File: src/rtl/dptr_pkg.sv
package dptr_pkg;
  typedef enum logic [1:0] {
    MD_HOLD = 2'b00,
    MD_RSVD = 2'b01,
    MD_INC  = 2'b10,
    MD_DEC  = 2'b11
  } step_mode_e;

  localparam logic [7:0] SFR_PLO  = 8'h82;
  localparam logic [7:0] SFR_PHI  = 8'h83;
  localparam logic [7:0] SFR_SEL  = 8'h85;
  localparam logic [7:0] SFR_MODE = 8'h86;
endpackage

File: src/rtl/dptr_ctl.sv
module dptr_ctl
  import dptr_pkg::*;
#(
  parameter int NPTR = 2
) (
  input  logic              clk,
  input  logic              rst_n,
  input  logic [7:0]        sfr_addr,
  input  logic              sfr_wr,
  input  logic [7:0]        sfr_wdata,
  output logic [2*NPTR-1:0] mode_q,
  output logic              sel_q
);
  localparam int MW = 2 * NPTR;

  logic mode_wr, sel_wr;
  assign mode_wr = sfr_wr && (sfr_addr == SFR_MODE);
  assign sel_wr  = sfr_wr && (sfr_addr == SFR_SEL);

  always_ff @(posedge clk or negedge rst_n) begin
    if (!rst_n) begin
      mode_q <= '0;
      sel_q  <= 1'b0;
    end else begin
      if (mode_wr) mode_q <= sfr_wdata[MW-1:0];
      if (sel_wr)  sel_q  <= sfr_wdata[0];
    end
  end

  // a mode write lands in the field register
  p_mode_wr_r2: assert property (@(posedge clk) disable iff (!rst_n)
    mode_wr |=> mode_q == $past(sfr_wdata[MW-1:0]));
  // a select write lands
  p_sel_wr_r8: assert property (@(posedge clk) disable iff (!rst_n)
    sel_wr |=> sel_q == $past(sfr_wdata[0]));
  // without a write the settings stay as they are
  p_ctl_hold_r9: assert property (@(posedge clk) disable iff (!rst_n)
    !sfr_wr |=> ($stable(mode_q) && $stable(sel_q)));
endmodule

File: src/rtl/dptr_slot.sv
module dptr_slot
  import dptr_pkg::*;
#(
  parameter int PTR_W = 16
) (
  input  logic               clk,
  input  logic               rst_n,
  input  logic               sel_me,
  input  logic [PTR_W/8-1:0] wr_byte,
  input  logic [7:0]         wdata,
  input  logic               move_stb,
  input  logic [1:0]         mode,
  output logic [PTR_W-1:0]   val
);
  localparam int NB = PTR_W / 8;

  function automatic logic [PTR_W-1:0] step_val(input logic [PTR_W-1:0] v,
                                                input logic [1:0] md);
    case (md)
      MD_INC:  step_val = v + 1'b1;
      MD_DEC:  step_val = v - 1'b1;
      default: step_val = v;
    endcase
  endfunction

  logic any_wr, do_step;
  logic [PTR_W-1:0] nxt;
  assign any_wr  = |wr_byte;
  assign do_step = sel_me && move_stb && !any_wr;

  always_comb begin
    nxt = val;
    if (any_wr) begin
      for (int b = 0; b < NB; b++)
        if (wr_byte[b]) nxt[8*b +: 8] = wdata;
    end else if (do_step) begin
      nxt = step_val(val, mode);
    end
  end

  always_ff @(posedge clk or negedge rst_n) begin
    if (!rst_n) val <= '0;
    else        val <= nxt;
  end

  // an inactive, unwritten pointer keeps its value
  p_unsel_hold_r3: assert property (@(posedge clk) disable iff (!rst_n)
    (!sel_me && !any_wr) |=> $stable(val));
  // hold and reserved codes freeze the pointer on a strobe
  p_hold_code_r4: assert property (@(posedge clk) disable iff (!rst_n)
    (do_step && (mode == MD_HOLD || mode == MD_RSVD)) |=> $stable(val));
  // wrap at the top and at the bottom
  p_wrap_up_r5: assert property (@(posedge clk) disable iff (!rst_n)
    (do_step && mode == MD_INC && val == '1) |=> val == '0);
  p_wrap_dn_r5: assert property (@(posedge clk) disable iff (!rst_n)
    (do_step && mode == MD_DEC && val == '0) |=> val == '1);
  // a byte write beats the strobe
  p_wr_wins_r7: assert property (@(posedge clk) disable iff (!rst_n)
    (move_stb && wr_byte[0] && !wr_byte[NB-1]) |=>
      (val[7:0] == $past(wdata) && val[PTR_W-1:8] == $past(val[PTR_W-1:8])));
endmodule

File: src/rtl/dptr_pair.sv
module dptr_pair
  import dptr_pkg::*;
#(
  parameter int PTR_W = 16
) (
  input  logic             clk,
  input  logic             rst_n,
  input  logic [7:0]       sfr_addr,
  input  logic             sfr_wr,
  input  logic [7:0]       sfr_wdata,
  output logic [7:0]       sfr_rdata,
  input  logic             xmove_done,
  input  logic             other_use,
  output logic [PTR_W-1:0] ptr_out
);
  localparam int NPTR = 2;
  localparam int NB   = PTR_W / 8;
  localparam int MW   = 2 * NPTR;

  logic [MW-1:0]    mode_q;
  logic             sel_q;
  logic [PTR_W-1:0] ptr_val [NPTR];
  logic [NB-1:0]    wr_sel_byte;

  dptr_ctl #(.NPTR(NPTR)) u_ctl (
    .clk(clk), .rst_n(rst_n), .sfr_addr(sfr_addr), .sfr_wr(sfr_wr),
    .sfr_wdata(sfr_wdata), .mode_q(mode_q), .sel_q(sel_q)
  );

  always_comb begin
    wr_sel_byte = '0;
    wr_sel_byte[0]    = sfr_wr && (sfr_addr == SFR_PLO);
    wr_sel_byte[NB-1] = sfr_wr && (sfr_addr == SFR_PHI);
  end

  for (genvar g = 0; g < NPTR; g++) begin : g_slot
    logic me;
    assign me = (sel_q == 1'(g));
    dptr_slot #(.PTR_W(PTR_W)) u_slot (
      .clk(clk), .rst_n(rst_n), .sel_me(me),
      .wr_byte(wr_sel_byte & {NB{me}}), .wdata(sfr_wdata),
      .move_stb(xmove_done), .mode(mode_q[2*g +: 2]), .val(ptr_val[g])
    );
  end

  assign ptr_out = ptr_val[sel_q];

  always_comb begin
    case (sfr_addr)
      SFR_PLO:  sfr_rdata = ptr_out[7:0];
      SFR_PHI:  sfr_rdata = ptr_out[PTR_W-1 -: 8];
      SFR_SEL:  sfr_rdata = {7'b0, sel_q};
      SFR_MODE: sfr_rdata = 8'(mode_q);
      default:  sfr_rdata = 8'h00;
    endcase
  end

  // no strobe and no write leaves the output alone, whatever other_use does
  p_idle_r6: assert property (@(posedge clk) disable iff (!rst_n)
    (!xmove_done && !sfr_wr) |=> $stable(ptr_out));
  // reserved mode bits read as zero
  p_rsvd_zero_r2: assert property (@(posedge clk) disable iff (!rst_n)
    (sfr_addr == SFR_MODE) |-> sfr_rdata[7:4] == 4'h0);
endmodule

File: config.mk
export PLATFORM = sky130hd
export DESIGN_NAME = dptr_pair
export DESIGN_NICKNAME = d
export VERILOG_FILES = /design/src/rtl/dptr_pkg.sv /design/src/rtl/dptr_ctl.sv /design/src/rtl/dptr_slot.sv /design/src/rtl/dptr_pair.sv
export SDC_FILE = /design/constraint.sdc
export NUM_CORES = 1
export LEC_CHECK = 0
export BUFFER_PORTS_ARGS = -buffer_cell sky130_fd_sc_hd__buf_4
export CAP_MARGIN = 0
export CORE_AREA = 3 3 81 83
export DETAILED_ROUTE_END_ITERATION = 12
export DIE_AREA = 0 0 84 86
export PLACE_DENSITY = 0.78
export SYNTH_ARGS = -nofsm -noshare
export SYNTH_HDL_FRONTEND = slang
export SYNTH_SLANG_ARGS = --single-unit
File: constraint.sdc
create_clock -name clk -period 5.7 [get_ports clk]
set_clock_uncertainty 0.15 [all_clocks]
set_input_delay 0.57 -clock clk [delete_from_list [all_inputs] [get_ports clk]]
set_output_delay 0.57 -clock clk [all_outputs]
set_load 0.01 [all_outputs]
==> results <==
- The multi-input logic area is 2290 um^2.
- The highest net fanout along the worst path is 32.
- The number of nets handed over by synthesis was 483.
- The clock slew at the register clock pins of the worst setup and hold paths is 0.09 ns.
- The number of antenna violations at the first check in global routing is 0.
- The internal power of the cells totals 504 uW.
- The beginning of the worst register-to-register path is u_ctl.sel_q$_DFFE_PN0P_.
- The post-synthesis instance area is 3380 um^2.
- The initial utilization of the core area, before any placement, comes to 57.1%.
- The endpoint identified for the worst register-to-register timing path is g_slot[1].u_slot.val[15]$_DFFE_PN0P_.
- In the global route stage, met1 resource usage came out at 45.1%.
- The buffer count from post-CTS setup fixing is 0.
- The number of enable flip-flop cells after synthesis is 0.
- The number of inserted diodes is 0.
- The average via count per standard cell is 6.99.
- The pre-antenna-repair detailed-routing pass consisted of 7 iterations.
- At the worst endpoint, the arrival time is 2.43 ns.
- The worst setup path is captured at an output pin.
- The library cell used most frequently in the layout, excluding fill and tap cells, is sky130_fd_sc_hd__nor2_1.
- The headroom to the max-slew limit is 25.8%.
- The number of placed instances, taps included is 546.
- The share of total power dissipated in the clock network is 39.0%.
- The number of vias in the routed layout is 3875.
- The share of the cycle needed by the critical path after routing is 55.2%.
- The area overhead of the layout relative to synthesis is 12.5%.
- The floorplan step defined a die boundary enclosing 7220 um^2.
- In this run the power density over the cells is 189 nW/um^2.
- In the synthesized netlist the async set-or-reset flop fraction comes to 100%.
- VDD sags by at most 131 uV.
- The final count of negative-setup-slack endpoints is 0.
- The placed wire-length estimate is 8.27 mm.
- The pin count of the biggest net entering global routing is 38.
- During I/O placement, the number of pins put on the boundary was 45.
- The wire length after detailed routing is 11.4 mm.
- The switching power as a share of total power is 30.0%.
- The length in cells of the worst reg-to-reg path is 5.
- Summing the sequential cell areas from Yosys gives 27.4% of the chip area.
- Once detail routing completed, the nets flagged for antenna violations numbered 0.
- The met3 track utilization from global routing is 8.55%.
- For this design, the CTS-stage hold fixing added 0 buffers.
- In this run the worst hold path is classified as input pin to async pin.
- The clock tree from TritonCTS is done.
- The sequential cell area is 926 um^2.
- The wire length of the first global-routing pass is 18.3 mm.
- The per-instance average area after synthesis is 7.35 um^2.
- The setup slack on the worst flop-to-flop path is 2.64 ns.
- STA puts the critical path data required time at 4.98 ns.
- The proportion of power drawn by combinational gates is 18.8%.
- Clock tree synthesis found a total of 37 sinks.
- The kind of start point of the critical path is a flip-flop.
- The later pin in the worst-skew pair is clocked with a latency of 0.31 ns.
- The max-cap violation count is 0.
- After the first detailed-routing iteration, the DRC count stood at 551.
- The height of the die is 86 um.
- Sequential cells burn 42.2% of the power.
- In the routed design, unresolved DRC markers number 0.
- The H-tree was split into 2 levels.
- The largest buffer count on any clock path is 2.
- The setup TNS after final layout is 0 ns.
- The row count is 28.
- The critical path class is flip-flop to output pin.
- The number of global-route vias before repair was 3419.
- The x dimension of the die is 84 um.
- The post-route non-filler standard cell count is 554.
- met2 is the most crowded layer.
- At the end of the flow, the number of nets in the layout was 501.
- After synthesis the netlist holds a flip-flop and latch count of 37.
- The number of pins exceeding their max-slew limit in the final report is 0.
- The overall overflow remaining after global route is 0.
- Yosys mapped the design onto 61 distinct sky130hd cell types.
- Across every metal layer, demand over resource in global routing totals 31.8%.
- Leaving out fill and tap cells, the most frequent cells in the layout are 52 x sky130_fd_sc_hd__nor2_1, 44 x sky130_fd_sc_hd__nand2_1, 43 x sky130_fd_sc_hd__buf_4.
- During synthesis, Yosys emitted a total of 0 warnings.
- The flow ran to the end, and the final reports show no timing, DRC or antenna violations.
- The global placement routability congestion is 0.972.
- Fill cells in the final layout number 520.
- Global routing consumed, on the met2 layer, 46.1% of the routing resources.
- The core footprint is 5920 um^2.
- The most common flop cell mapped by yosys is sky130_fd_sc_hd__dfrtp_1.
- The cell count after synthesis is 460.
- The library cell used as clock root buffer is sky130_fd_sc_hd__clkbuf_8.
- The fraction of layout cells with a size suffix above 1 is 15.9%.
- For this run, the top clock speed supported by timing is 318 MHz.
- For the finished layout, the period the worst path requires is 3.15 ns.
- The total CTS buffers is 5.
- Setup repair after global routing left no endpoint under its margin.
- The net switching power of the design is 216 uW.
- The average wire per standard cell is 20.7 um.
- In this run the static leakage power is 0.00151 uW.
- The number of port buffers is 43.
- The post-cts resize count is 0.
- The hold violation total from the final report is 0.
- The pin slew with the least headroom to its limit is 1.10 ns.
-- metrics by stage --
stage	total power [uW]	hold slack, ns	worst slack (ns)	util [%]	cell area, um^2
global placement	438	0.411	2.66	62.0	3670
global route	745	0.108	2.41	64.2	3800
CTS	714	0.0918	2.59	64.2	3800
detailed placement	441	0.420	2.67	62.0	3670
floorplan	380	0.124	3.03	-	3380
finish	720	0.0684	2.55	64.2	3800
-- flip-flops by register name (all words and copies together), names as in the netlist --
name,cells
u_ctl.mode_q,4
u_ctl.sel_q,1
g_slot.u_slot.val,32
-- cell type report --
type | instances | area share [%]
flip-flops and latches | 37 | 24.4
repair buffers | 43 | 8.49
clock buffers | 5 | 1.81
well taps | 75 | 2.47
inverters | 10 | 0.987
multi-input cells | 381 | 60.2
clock inverters | 3 | 1.71
-- per-layer routing --
layer  part of all wire [%]  up-vias
li1                       -     1770
met4                    3.5        0
met5                      0        -
met3                     12       38
met2                     42      254
met1                     43     1813
-- kinds of logic after synthesis --
group           after synthesis  synth area share [%]
xor+xnor                      1                 0.259
buf+inv                      42                  4.92
compound gates              149                  28.2
simple gates                206                  31.1
flops                        37                  27.4
mux                          23                  7.36
fa+ha+maj                     2                 0.740
-- cell usage after synthesis, types with 6 or more instances --
master | instances | area, um^2
sky130_fd_sc_hd__or4_1 | 7 | 52.6
sky130_fd_sc_hd__clkbuf_1 | 30 | 113
sky130_fd_sc_hd__o22ai_1 | 11 | 68.8
sky130_fd_sc_hd__nor2_1 | 52 | 195
sky130_fd_sc_hd__a31oi_1 | 11 | 68.8
sky130_fd_sc_hd__inv_1 | 9 | 33.8
sky130_fd_sc_hd__nand2_1 | 44 | 165
sky130_fd_sc_hd__dfrtp_1 | 37 | 926
sky130_fd_sc_hd__a2bb2oi_1 | 8 | 70.1
sky130_fd_sc_hd__nor4_1 | 11 | 68.8
sky130_fd_sc_hd__a21oi_1 | 42 | 210
sky130_fd_sc_hd__or3_1 | 6 | 37.5
sky130_fd_sc_hd__nand3_1 | 22 | 110
sky130_fd_sc_hd__o21ai_0 | 29 | 145
sky130_fd_sc_hd__nand4_1 | 9 | 56.3
sky130_fd_sc_hd__and3_1 | 8 | 50.1
sky130_fd_sc_hd__nor3_1 | 18 | 90.1
sky130_fd_sc_hd__mux2_2 | 15 | 169
sky130_fd_sc_hd__mux2i_1 | 8 | 80.1
-- worst max-delay path: stages, from the launching register on --
cell	delay, ns
sky130_fd_sc_hd__dfrtp_1	1.04
sky130_fd_sc_hd__o21ai_0	0.46
sky130_fd_sc_hd__mux2i_1	0.24
sky130_fd_sc_hd__nor2_1	0.06
sky130_fd_sc_hd__a21oi_1	0.12
sky130_fd_sc_hd__nor2_1	0.06
sky130_fd_sc_hd__buf_4	0.15
-- worst max-delay path by stage --
stage	endpoint	slack [ns]	startpoint	cells past startpoint
after floorplan	g_slot[1].u_slot.val[10]$_DFFE_PN0P_	3.03	u_ctl.mode_q[2]$_DFFE_PN0P_	11
after global placement	sfr_rdata[4]	2.66	sfr_addr[3]	6
after detailed placement	g_slot[1].u_slot.val[15]$_DFFE_PN0P_	2.67	u_ctl.sel_q$_DFFE_PN0P_	5
after CTS	sfr_rdata[1]	2.59	u_ctl.sel_q$_DFFE_PN0P_	6
after global routing	sfr_rdata[2]	2.41	u_ctl.sel_q$_DFFE_PN0P_	6
final	sfr_rdata[2]	2.55	u_ctl.sel_q$_DFFE_PN0P_	6
-- power by group through the flow --
stage                     logic, uW  registers, uW  clock network, uW
after floorplan                97.0            283                  0
after global placement          130            308                  0
after detailed placement        132            308                  0
after CTS                       133            303                278
after global routing            148            307                291
final                           135            304                281
No activity file was read; power rests on OpenSTA's default activity.
